==> config.mk <==
export PLATFORM = sky130hd
export DESIGN_NAME = dq_prescale_table
export DESIGN_NICKNAME = d
export VERILOG_FILES = /design/src/rtl/dqt_pkg.sv /design/src/rtl/dq_index_map.sv /design/src/rtl/dq_prescale_dp.sv /design/src/rtl/dq_coef_mul.sv /design/src/rtl/dq_prescale_ctl.sv /design/src/rtl/dq_prescale_table.sv
export SDC_FILE = /design/constraint.sdc
export NUM_CORES = 2
export LEC_CHECK = 0
export ABC_AREA = 0
export BUFFER_PORTS_ARGS = -buffer_cell sky130_fd_sc_hd__buf_2
export CORE_MARGIN = 4
export CORE_UTILIZATION = 45
export CTS_CLUSTER_DIAMETER = 120
export CTS_CLUSTER_SIZE = 40
export DETAILED_ROUTE_END_ITERATION = 10
export MAX_ROUTING_LAYER = met4
export SLEW_MARGIN = 20
export SYNTH_ARGS = -nofsm -noshare
export SYNTH_HDL_FRONTEND = slang
export SYNTH_HIERARCHICAL = 1
export SYNTH_SLANG_ARGS = --single-unit
==> constraint.sdc <==
create_clock -name clk -period 18.6 [get_ports clk]
set_input_delay 3.72 -clock clk [delete_from_list [all_inputs] [get_ports clk]]
set_output_delay 3.72 -clock clk [all_outputs]
set_load 0.02 [all_outputs]
==> src/rtl/dqt_pkg.sv <==
// Shared constants and elaboration-time helpers for the prescaled
// dequantization table. Assumes an 8x8 block (64 positions).
package dqt_pkg;
    localparam int NPOS   = 64;
    localparam int IDX_W  = 6;
    localparam int AX_W   = 3;
    localparam int F_W    = 15;
    localparam int F_FRAC = 14;

    // Per-axis scale factor of the scaled inverse transform, Q1.14.
    function automatic logic [F_W-1:0] axis_factor(input logic [AX_W-1:0] k);
        case (k)
            3'd0:    return 15'd16384;
            3'd1:    return 15'd22725;
            3'd2:    return 15'd21407;
            3'd3:    return 15'd19266;
            3'd4:    return 15'd16384;
            3'd5:    return 15'd12873;
            3'd6:    return 15'd8867;
            default: return 15'd4520;
        endcase
    endfunction

    // Builds the zigzag-to-natural map by walking the scan path step by step.
    function automatic logic [NPOS*IDX_W-1:0] zz_build();
        logic [NPOS*IDX_W-1:0] m;
        int r;
        int c;
        bit up;
        m  = '0;
        r  = 0;
        c  = 0;
        up = 1'b1;
        for (int i = 0; i < NPOS; i++) begin
            m[i*IDX_W +: IDX_W] = IDX_W'(r * 8 + c);
            if (up) begin
                if (c == 7)      begin r = r + 1; up = 1'b0; end
                else if (r == 0) begin c = c + 1; up = 1'b0; end
                else             begin r = r - 1; c = c + 1; end
            end else begin
                if (r == 7)      begin c = c + 1; up = 1'b1; end
                else if (c == 0) begin r = r + 1; up = 1'b1; end
                else             begin r = r + 1; c = c - 1; end
            end
        end
        return m;
    endfunction
endpackage

==> src/rtl/dq_index_map.sv <==
// Converts a coefficient index to natural raster order.
// Assumes: zz=1 means idx is a zigzag scan position, zz=0 means natural.
module dq_index_map import dqt_pkg::*; (
    input  logic             zz,
    input  logic [IDX_W-1:0] idx,
    output logic [IDX_W-1:0] nat
);
    localparam logic [NPOS*IDX_W-1:0] ZZ_MAP = zz_build();

    // Select mapped or pass-through index.
    always_comb begin
        nat = zz ? ZZ_MAP[int'(idx)*IDX_W +: IDX_W] : idx;
    end
endmodule

==> src/rtl/dq_prescale_dp.sv <==
// Folds the row and column transform factors into one raw table entry.
// Assumes the factors are below 2.0, so the result needs Q_W+2 integer bits.
module dq_prescale_dp import dqt_pkg::*; #(
    parameter int Q_W    = 8,
    parameter int FRAC_X = 8,
    parameter int PS_W   = Q_W + 2 + FRAC_X
)(
    input  logic [Q_W-1:0]  q,
    input  logic [AX_W-1:0] row,
    input  logic [AX_W-1:0] col,
    output logic [PS_W-1:0] ps
);
    localparam int SH  = 2 * F_FRAC - FRAC_X;
    localparam int P_W = Q_W + 2 * F_W;

    logic [F_W-1:0] f_row;
    logic [F_W-1:0] f_col;
    logic [P_W-1:0] prod;
    logic [P_W-1:0] rnd;

    // Triple product, round to nearest at the kept fraction, truncate width.
    always_comb begin
        f_row = axis_factor(row);
        f_col = axis_factor(col);
        prod  = P_W'(q) * P_W'(f_row) * P_W'(f_col);
        rnd   = prod + (P_W'(1) << (SH - 1));
        ps    = PS_W'(rnd >> SH);
    end
endmodule

==> src/rtl/dq_coef_mul.sv <==
// Multiplies a signed coefficient by a prescaled entry, rounds away the
// extra fraction (half rounds up) and saturates to OUT_W signed bits.
module dq_coef_mul #(
    parameter int COEF_W = 12,
    parameter int PS_W   = 18,
    parameter int FRAC_X = 8,
    parameter int OUT_W  = 16
)(
    input  logic signed [COEF_W-1:0] coef,
    input  logic        [PS_W-1:0]   ps,
    output logic signed [OUT_W-1:0]  res
);
    localparam int M_W = COEF_W + PS_W + 1;
    localparam logic signed [M_W-1:0] HI = M_W'((1 << (OUT_W - 1)) - 1);
    localparam logic signed [M_W-1:0] LO = ~HI;

    logic signed [M_W-1:0] a;
    logic signed [M_W-1:0] b;
    logic signed [M_W-1:0] prod;
    logic signed [M_W-1:0] shf;

    // Signed multiply, round, arithmetic shift, clamp.
    always_comb begin
        a    = M_W'(coef);
        b    = M_W'(ps);
        prod = a * b;
        shf  = (prod + (M_W'(1) <<< (FRAC_X - 1))) >>> FRAC_X;
        if (shf > HI)      res = OUT_W'(HI);
        else if (shf < LO) res = OUT_W'(LO);
        else               res = OUT_W'(shf);
    end
endmodule

==> src/rtl/dq_prescale_ctl.sv <==
// Sequences a prescale pass: one table position per cycle, then a done pulse.
// Assumes blk_open is high while a coefficient block is partly received;
// a start seen then is held until the block closes.
module dq_prescale_ctl import dqt_pkg::*; (
    input  logic             clk,
    input  logic             rst_n,
    input  logic             start_req,
    input  logic             blk_open,
    output logic             go,
    output logic             busy,
    output logic             pend,
    output logic             done,
    output logic [IDX_W-1:0] wr_idx
);
    localparam logic [IDX_W-1:0] LAST = IDX_W'(NPOS - 1);

    logic             busy_q;
    logic             pend_q;
    logic             done_q;
    logic [IDX_W-1:0] cnt_q;

    // A pass launches at a block boundary when a start is present or held.
    assign go     = (pend_q | start_req) & ~busy_q & ~blk_open;
    assign busy   = busy_q;
    assign pend   = pend_q;
    assign done   = done_q;
    assign wr_idx = cnt_q;

    // Pass state: launch, step through positions, finish with a pulse.
    always_ff @(posedge clk) begin
        if (!rst_n) begin
            busy_q <= 1'b0;
            pend_q <= 1'b0;
            done_q <= 1'b0;
            cnt_q  <= '0;
        end else begin
            done_q <= 1'b0;
            if (go) begin
                busy_q <= 1'b1;
                pend_q <= 1'b0;
                cnt_q  <= '0;
            end else if (busy_q) begin
                if (cnt_q == LAST) begin
                    busy_q <= 1'b0;
                    done_q <= 1'b1;
                end else begin
                    cnt_q <= cnt_q + 1'b1;
                end
            end else if (start_req) begin
                pend_q <= 1'b1;
            end
        end
    end

    AST_DONE_SINGLE: assert property (@(posedge clk) disable iff (!rst_n)
        done_q |=> !done_q);
    AST_DONE_AFTER_PASS: assert property (@(posedge clk) disable iff (!rst_n)
        done_q |-> $past(busy_q));
    AST_START_IGNORED_BUSY: assert property (@(posedge clk) disable iff (!rst_n)
        (busy_q && start_req) |=> !pend_q);
endmodule

==> src/rtl/dq_prescale_table.sv <==
// Prescaled dequantization table: raw table storage, a prescale pass that
// folds transform factors into a second table, and a coefficient stream
// that is multiplied by the prescaled entry for its position.
// Assumes each start follows a complete raw table load.
module dq_prescale_table import dqt_pkg::*; #(
    parameter int COEF_W = 12,
    parameter int Q_W    = 8,
    parameter int FRAC_X = 8,
    parameter int OUT_W  = 16
)(
    input  logic                     clk,
    input  logic                     rst_n,
    input  logic                     ld_valid,
    output logic                     ld_ready,
    input  logic [IDX_W-1:0]         ld_addr,
    input  logic [Q_W-1:0]           ld_q,
    input  logic                     start_req,
    output logic                     done,
    input  logic                     in_valid,
    output logic                     in_ready,
    input  logic                     in_zz,
    input  logic [IDX_W-1:0]         in_idx,
    input  logic signed [COEF_W-1:0] in_coef,
    output logic                     out_valid,
    input  logic                     out_ready,
    output logic [IDX_W-1:0]         out_idx,
    output logic signed [OUT_W-1:0]  out_coef
);
    localparam int PS_W = Q_W + 2 + FRAC_X;
    localparam logic [IDX_W-1:0] LAST = IDX_W'(NPOS - 1);

    logic [Q_W-1:0]   raw_tab [NPOS];
    logic [PS_W-1:0]  ps_tab  [NPOS];
    logic [IDX_W-1:0] blk_cnt;
    logic             blk_open;
    logic             go;
    logic             busy;
    logic             pend;
    logic [IDX_W-1:0] wr_idx;
    logic [PS_W-1:0]  ps_new;
    logic [IDX_W-1:0] nat_idx;
    logic signed [OUT_W-1:0] mul_res;
    logic             in_acc;
    logic             ld_acc;
    logic             out_valid_q;
    logic [IDX_W-1:0] out_idx_q;
    logic signed [OUT_W-1:0] out_coef_q;

    // Handshake decisions for both input ports.
    assign blk_open  = (blk_cnt != '0);
    assign in_ready  = ~busy & ~go & (~out_valid_q | out_ready);
    assign ld_ready  = ~busy & ~go & ~pend & ~blk_open;
    assign in_acc    = in_valid & in_ready;
    assign ld_acc    = ld_valid & ld_ready;
    assign out_valid = out_valid_q;
    assign out_idx   = out_idx_q;
    assign out_coef  = out_coef_q;

    dq_prescale_ctl u_ctl (
        .clk       (clk),
        .rst_n     (rst_n),
        .start_req (start_req),
        .blk_open  (blk_open),
        .go        (go),
        .busy      (busy),
        .pend      (pend),
        .done      (done),
        .wr_idx    (wr_idx)
    );

    dq_prescale_dp #(.Q_W(Q_W), .FRAC_X(FRAC_X), .PS_W(PS_W)) u_dp (
        .q   (raw_tab[wr_idx]),
        .row (wr_idx[IDX_W-1 -: AX_W]),
        .col (wr_idx[AX_W-1:0]),
        .ps  (ps_new)
    );

    dq_index_map u_map (
        .zz  (in_zz),
        .idx (in_idx),
        .nat (nat_idx)
    );

    dq_coef_mul #(.COEF_W(COEF_W), .PS_W(PS_W), .FRAC_X(FRAC_X), .OUT_W(OUT_W)) u_mul (
        .coef (in_coef),
        .ps   (ps_tab[nat_idx]),
        .res  (mul_res)
    );

    // Raw table: written only through the load port.
    always_ff @(posedge clk) begin
        if (!rst_n) begin
            for (int i = 0; i < NPOS; i++) raw_tab[i] <= '0;
        end else if (ld_acc) begin
            raw_tab[ld_addr] <= ld_q;
        end
    end

    // Prescaled table: one position written per prescale cycle.
    always_ff @(posedge clk) begin
        if (!rst_n) begin
            for (int i = 0; i < NPOS; i++) ps_tab[i] <= '0;
        end else if (busy) begin
            ps_tab[wr_idx] <= ps_new;
        end
    end

    // Position within the current 64-coefficient block.
    always_ff @(posedge clk) begin
        if (!rst_n) begin
            blk_cnt <= '0;
        end else if (in_acc) begin
            blk_cnt <= (blk_cnt == LAST) ? '0 : blk_cnt + 1'b1;
        end
    end

    // Output register: loads on accept, clears when taken downstream.
    always_ff @(posedge clk) begin
        if (!rst_n) begin
            out_valid_q <= 1'b0;
            out_idx_q   <= '0;
            out_coef_q  <= '0;
        end else if (in_acc) begin
            out_valid_q <= 1'b1;
            out_idx_q   <= nat_idx;
            out_coef_q  <= mul_res;
        end else if (out_ready) begin
            out_valid_q <= 1'b0;
        end
    end

    AST_OUT_HOLD: assert property (@(posedge clk) disable iff (!rst_n)
        (out_valid_q && !out_ready) |=> (out_valid_q && $stable(out_coef_q) && $stable(out_idx_q)));
    AST_PASS_AT_BOUNDARY: assert property (@(posedge clk) disable iff (!rst_n)
        busy |-> (blk_cnt == '0));
    AST_LOAD_NOT_BEFORE_PASS: assert property (@(posedge clk) disable iff (!rst_n)
        ld_acc |=> !busy);
    AST_CLOSE_THEN_RESTART: assert property (@(posedge clk) disable iff (!rst_n)
        (in_acc && blk_cnt == LAST) |=> (blk_cnt == '0));
endmodule

## Yosys cells after proc, flatten, opt, wreduce, memory -nomap -nowiden

Memory sizes are Yosys's and may differ from the RTL's. A register that Yosys moved wholly into a read port is not among the register bits.
Index checks and enable logic that the tools add are counted.

- Bits in writable memories: 1,664
- Word-level logic and storage cells: 91
- Bits in registers: 38
- Input bits: 39
- Output and inout port bits: 26
- Memories: 2

Memories:

| memory | words | bits a word | rd ports | clocked after memory_dff | wr ports | RTL line | source |
|---|---|---|---|---|---|---|---|
| ps_tab | 64 | 18 | 1 | 0 | 64 | dq_prescale_table.sv:33 | `logic [PS_W-1:0] ps_tab [NPOS];` |
| raw_tab | 64 | 8 | 1 | 1 | 64 | dq_prescale_table.sv:32 | `logic [Q_W-1:0] raw_tab [NPOS];` |

- Muxes and demuxes: 27
- Equal/unequal tests: 14
- Add/subtract/negate cells: 4
- $mul: 4
- $lt $le $gt $ge: 2
- Shifts and indexed selects: 1
- Bitwise logic cells: 17
- Reductions and logical operators: 12

Operator list:

| kind | number |
|---|---|
| 384-bit by 32-bit variable part select with 6-bit output, first input constant | 1 |
| 15-bit case mux with 6 select lines | 2 |
| 38-bit by 20-bit adder with 38-bit output, second input constant | 1 |
| 23-bit by 15-bit multiplier with 38-bit output | 1 |
| 6-bit 2-to-1 mux | 6 |
| 16-bit 2-to-1 mux | 2 |
| 31-bit by 9-bit adder with 31-bit output, second input constant | 1 |
| 12-bit by 19-bit multiplier with 31-bit output | 1 |
| 23-bit by 16-bit > comparator with 1-bit output, second input constant | 1 |
| 23-bit by 16-bit less-than comparator with 1-bit output, second input constant | 1 |
| 8-bit by 15-bit multiplier with 23-bit output | 1 |
| 3-bit == test, second input constant | 6 |
| 18-bit 2-to-1 mux | 1 |
| 18-bit OR reduction | 1 |
| 1-bit 2-to-1 mux | 15 |
| 6-bit by 1-bit adder with 6-bit output, second input constant | 2 |
| 3-bit by 2-bit == test with 1-bit output, second input constant | 4 |
| 6-bit == test, second input constant | 2 |
| 1-bit bitwise AND | 8 |
| 6-bit by 2-bit multiplier with 8-bit output, second input constant | 1 |
| 8-bit 2-to-1 mux | 1 |
| 8-bit OR reduction | 1 |
| 1-bit NOT | 7 |
| 3-bit by 1-bit == test with 1-bit output, second input constant | 2 |
| 7 further kinds | 12 |

## Logic depth before layout (Yosys ltp)

- Word-level depth: 13
- Mapped depth: 52
- Gate-level depth less buffers: 45

## Cells and area by module

Netlist, hierarchy kept.

Modules (own cells, without submodules):

| module | seq. area each (um^2) | cells each | area each (um^2) | instances |
|---|---|---|---|---|
| dq_prescale_table | 50,548.5 | 5,345 | 77,793.4 | 1 |
| dq_prescale_dp | 0.0 | 1,681 | 14,269.9 | 1 |
| dq_coef_mul | 0.0 | 899 | 7,543.5 | 1 |
| dq_index_map | 0.0 | 117 | 844.6 | 1 |
| dq_prescale_ctl | 180.2 | 42 | 452.9 | 1 |

## Least setup slack after synthesis

No wires, ideal clock.

- Path type: in2reg
- Start: in in_idx[0]
- End: reg out_coef_q[13] (netlist: out_coef[13])
- Arrival time: 12,418 ps
- Library setup time: 76 ps
- Slack: 6,106 ps
- Stages: 39
- Required time: 18,524 ps
- Buffers on the path: 8
- Cell sequence: buf_2 -> inv_1 -> ha_1 -> buf_2 -> or3_1 -> o21ai_0 -> a21oi_1 -> o31ai_1 -> buf_4 -> buf_2 -> buf_2 -> mux4_2 -> a22oi_1 -> nand2_1 -> a221o_1 -> clkbuf_1 -> and2_1 -> fa_1 -> (+3 left out) -> fa_1 -> fa_1 -> inv_1 -> fa_1 -> inv_1 -> ha_1 -> buf_2 -> a21oi_1 -> o21ai_1 -> o2111ai_2 -> a21boi_2 -> or4_4 -> a221oi_2 -> a41oi_2 -> buf_6 -> a21oi_2 -> nand2_1 -> a21boi_0

- Longest elaborated chain between the ends: 9
- Elaborated cells between the ends (all ways): 10
- Classes of those cells: 1 x add/sub; 2 x mul; 2 x order compare; 1 x shift; 3 x mux; 1 x memory

Ends and longest elaborated chain:

| what | RTL line | source |
|---|---|---|
| from (decl) | dq_prescale_table.sv:22 | `input logic [IDX_W-1:0] in_idx,` |
| 6-bit by 2-bit multiplier with 8-bit output | dq_index_map.sv:12 | `nat = zz ? ZZ_MAP[int'(idx)*IDX_W +: IDX_W] : idx;` |
| 384-bit by 32-bit variable part select with 6-bit output | dq_index_map.sv:12 |  |
| 6-bit 2-to-1 mux * | dq_index_map.sv:12 |  |
| net nat_idx[0] | dq_prescale_table.sv:41 | `logic [IDX_W-1:0] nat_idx;` |
| memory read 64 x 18 bit * | -- |  |
| 12-bit by 19-bit multiplier with 31-bit output * | dq_coef_mul.sv:26 | `prod = a * b;` |
| 31-bit by 9-bit adder with 31-bit output * | dq_coef_mul.sv:27 | `shf = (prod + (M_W'(1) <<< (FRAC_X - 1))) >>> FRAC_X;` |
| 23-bit by 16-bit less-than comparator with 1-bit output | dq_coef_mul.sv:29 | `else if (shf < LO) res = OUT_W'(LO);` |
| 16-bit 2-to-1 mux | dq_coef_mul.sv:29 |  |
| 16-bit 2-to-1 mux * | dq_coef_mul.sv:28 | `if (shf > HI) res = OUT_W'(HI);` |
| net mul_res[13] | dq_prescale_table.sv:42 | `logic signed [OUT_W-1:0] mul_res;` |
| to (signal assigned) | dq_prescale_table.sv:126 | `out_coef_q <= mul_res;` |
| to (decl) | dq_prescale_table.sv:47 | `logic signed [OUT_W-1:0] out_coef_q;` |

Mark *: on every way through the listed nets, which the timed path passes. The rest lies on a longest branch.
A chain may end at the register's enable or synchronous reset.

==> impl_metrics.ini <==
[floorplan]
die_y_um = 481.5
placementRows = 173
die_w_um = 481.5
core-area_mm2 = 0.2227
io_pins = 65
dieArea_mm2 = 0.2319
start_util = 0.4530

[critical_path]
max_stage_delay_ns = 0.89
criticalPathCategory = reg2reg
cp.arrival_ns = 16.30
slowest_stage = dfxtp_4
startpoint_type = register
cp_data_required_time_ns = 19.20
cpMostUsedCell = fa_1
cp_top_family = adder cells
crit-reg2reg-launch = u_ctl/wr_idx[2]
cp_max_fo = 79
timing.rr.end = ps_tab[47][7]
end_kind = register
r2r_cells = 41
path_buf_inv = 9
reg2reg_slack_ns = 2.91

[layout]
final.fill_count = 19575
n_antenna_cell = 0
layout-drive-gt1-share = 0.1253
area_growth_syn_to_layout_pct = 5.756
final_nets = 8681
final_common_cell = and2_1
mostFrequentLayoutCells = and2_1, edfxtp_1, inv_1

[power_and_ir_drop]
powerDensity_mw_per_mm2 = 115.2
power.total_mw = 12.30
p_leak_nw = 41.30
peakVddDrop_v = 0.0003672

[global_route]
grt_overflow = 0
grt_antenna_before_repair = 5
gr-usage-all-layers = 0.2486
grt_pass1_vias = 64211
grt_pass1_wl_mm = 422.4
grt_max_degree = 125

[synth]
synth.yosys.seq_area_share = 0.5027
synthCells = 8084
yosys_most_used_dff = edfxtp_1
postSynthAreaPerCell_um2 = 12.48
synth.cell_area_mm2 = 0.1009
synth_cell_types = 114
synth_edf_count = 1664
yosys_register_bits = 1702
synthArstFlopShare = 0
synth_warnings = 6
syn_nets = 8889

[sta]
finalHoldViolCount = 0
period_share = 0.8438
finalSetupTns_ns = 0
period_needed_ns = 15.69
rsz0062_at_grt = false
fin_skew_ns = 0.09624
slew_headroom = 0.2027
worst_slew_pin_slew_ns = 1.196
max_freq_ghz = 0.06372
drv_slew = 0
setup_viol = 0

[route]
wl_per_cell_um = 25.78
vias = 62417
via_per_inst = 5.739
finalWirelength_mm = 280.4
drtIter0Drc = 6165
first_pass_iters = 6
drc = 0
postRouteAntennaNets = 0

[run]
maxCapViolCount = 0

[clocking]
numClockSinks = 1702
cts-hold-fix-buffers = 0
clockBufferDepth = 3
ctsRootBufferMaster = clkbuf_16
insertion_delay_ns = 0.79
cts_tree = yes
post_cts_buffers = 0
cts.repair.resized = 0
cts_made_buffers = 51
htree_levels = 2
clk_pin_slew_ns = 0.14

[place]
gp_congestion = 0.8885
dp_hpwl_mm = 186.1
io_buffer_count = 64

[min_path]
hold_depth = 2
hold_path.class = reg2reg
hold_end = out_idx[1]
hp-start = out_idx[1]

[status]
status = complete, no violations
[through the flow]
| step | instances | instance area [µm²] | utilization | setup WS [ns] | hold slack (ns) |
|---|---|---|---|---|---|
| after CTS | 10876 | 106600 | 0.4788 | 2.930 | 0.4761 |
| after floorplan | 8084 | 100900 | - | 6.106 | 0.4600 |
| final | 10876 | 106700 | 0.4791 | 2.906 | 0.4756 |
| after global routing | 10876 | 106700 | 0.4791 | 2.141 | 0.4949 |
| after global placement | 10798 | 105000 | 0.4713 | 3.061 | 0.4494 |
| after detailed placement | 10798 | 105000 | 0.4716 | 3.009 | 0.4573 |
[how the worst max path moves through the flow]
stage,start,to,slack [ns],depth (start not counted)
finish,u_ctl/wr_idx[2],ps_tab[47][7],2.91,41
global route,u_ctl/wr_idx[2],ps_tab[47][7],2.14,41
CTS,u_ctl/wr_idx[2],ps_tab[49][14],2.93,43
detailed placement,u_ctl/wr_idx[2],ps_tab[36][14],3.01,43
global placement,u_ctl/wr_idx[2],ps_tab[40][16],3.06,43
floorplan,in_idx[0],out_coef[13],6.11,39
[cell usage after synthesis, types with 12 or more instances]
master	number	area share
and2_1	1813	0.11
edfxtp_1	1664	0.50
inv_1	613	0.023
nand2_1	499	0.019
fa_1	478	0.095
clkbuf_1	435	0.016
nor2_1	340	0.013
mux4_2	319	0.071
ha_1	288	0.036
o21ai_0	219	0.011
a21oi_1	129	0.0064
buf_2	80	0.0040
mux2_2	77	0.0086
nor2b_1	73	0.0045
nor3_1	60	0.0030
a22oi_1	57	0.0042
o22ai_1	56	0.0035
mux2i_1	55	0.0055
a221oi_1	52	0.0045
and3_1	46	0.0029
xnor2_1	44	0.0038
buf_1	39	0.0015
dfxtp_1	38	0.0075
a211oi_1	37	0.0028
nand2b_1	34	0.0021
o211ai_1	34	0.0025
buf_4	30	0.0022
xor2_1	29	0.0025
a21boi_0	26	0.0019
a2111oi_0	24	0.0021
nand3_1	22	0.0011
a21o_1	21	0.0016
nand3b_1	19	0.0014
nand4_1	17	0.0011
buf_6	16	0.0018
a21oi_2	14	0.0012
nor2_2	14	0.00087
o21ai_1	13	0.00064
o221ai_1	13	0.0011
or2_2	13	0.00081
o41ai_1	12	0.0010
[area by class of cell]
cell class	instances	area (µm²)	share of cell area
clock inverters	10	220.2	0.002064
flip-flops and latches	1702	50740	0.4755
clock buffers	68	1383	0.01296
well taps	2975	3722	0.03488
repair buffers	339	2494	0.02337
inverters	617	2316	0.02170
multi-input cells	5165	45840	0.4295
[power by group]
group          switching, mW  internal (mW)  total, mW
clock network           1.18          0.576       1.76
registers             0.0461           4.33       4.38
logic                   4.08           2.08       6.16
[per-layer routing]
| metal | track usage | share of wire |
|---|---|---|
| met2 | 0.4062 | 0.49 |
| met4 | 0.06948 | 0.032 |
| met1 | 0.3348 | 0.42 |
| met3 | 0.02317 | 0.061 |
| met5 | - | 0 |
[worst min-delay path, cell delays in order (launching register included)]
cell and delay [ns]:
dfxtp_1 0.34, nand2_1 0.05, a21boi_0 0.06
[state kept, by name, indices dropped and copies added (netlist names)]
register and cells:
blk_cnt 6, out_coef 16, out_idx 6, out_valid 1, ps_tab 1152, raw_tab 512
u_ctl/busy 1, u_ctl/done 1, u_ctl/pend 1, u_ctl/wr_idx 6
[logic make-up (layout without fill, tap and decap cells)]
family / after synthesis / in the layout / synth area share
AND/OR/NAND/NOR: 3030 / 3030 / 0.1683
flip-flops: 1702 / 1702 / 0.5027
adder cells (fa/ha/maj): 766 / 766 / 0.1305
multiplexers: 453 / 453 / 0.08551
AO/OA/AOI/OAI: 842 / 842 / 0.05786
XOR/XNOR: 74 / 74 / 0.006498
buffers and inverters: 1217 / 1034 / 0.04857
Note: power is estimated with default switching activity, not from simulation.
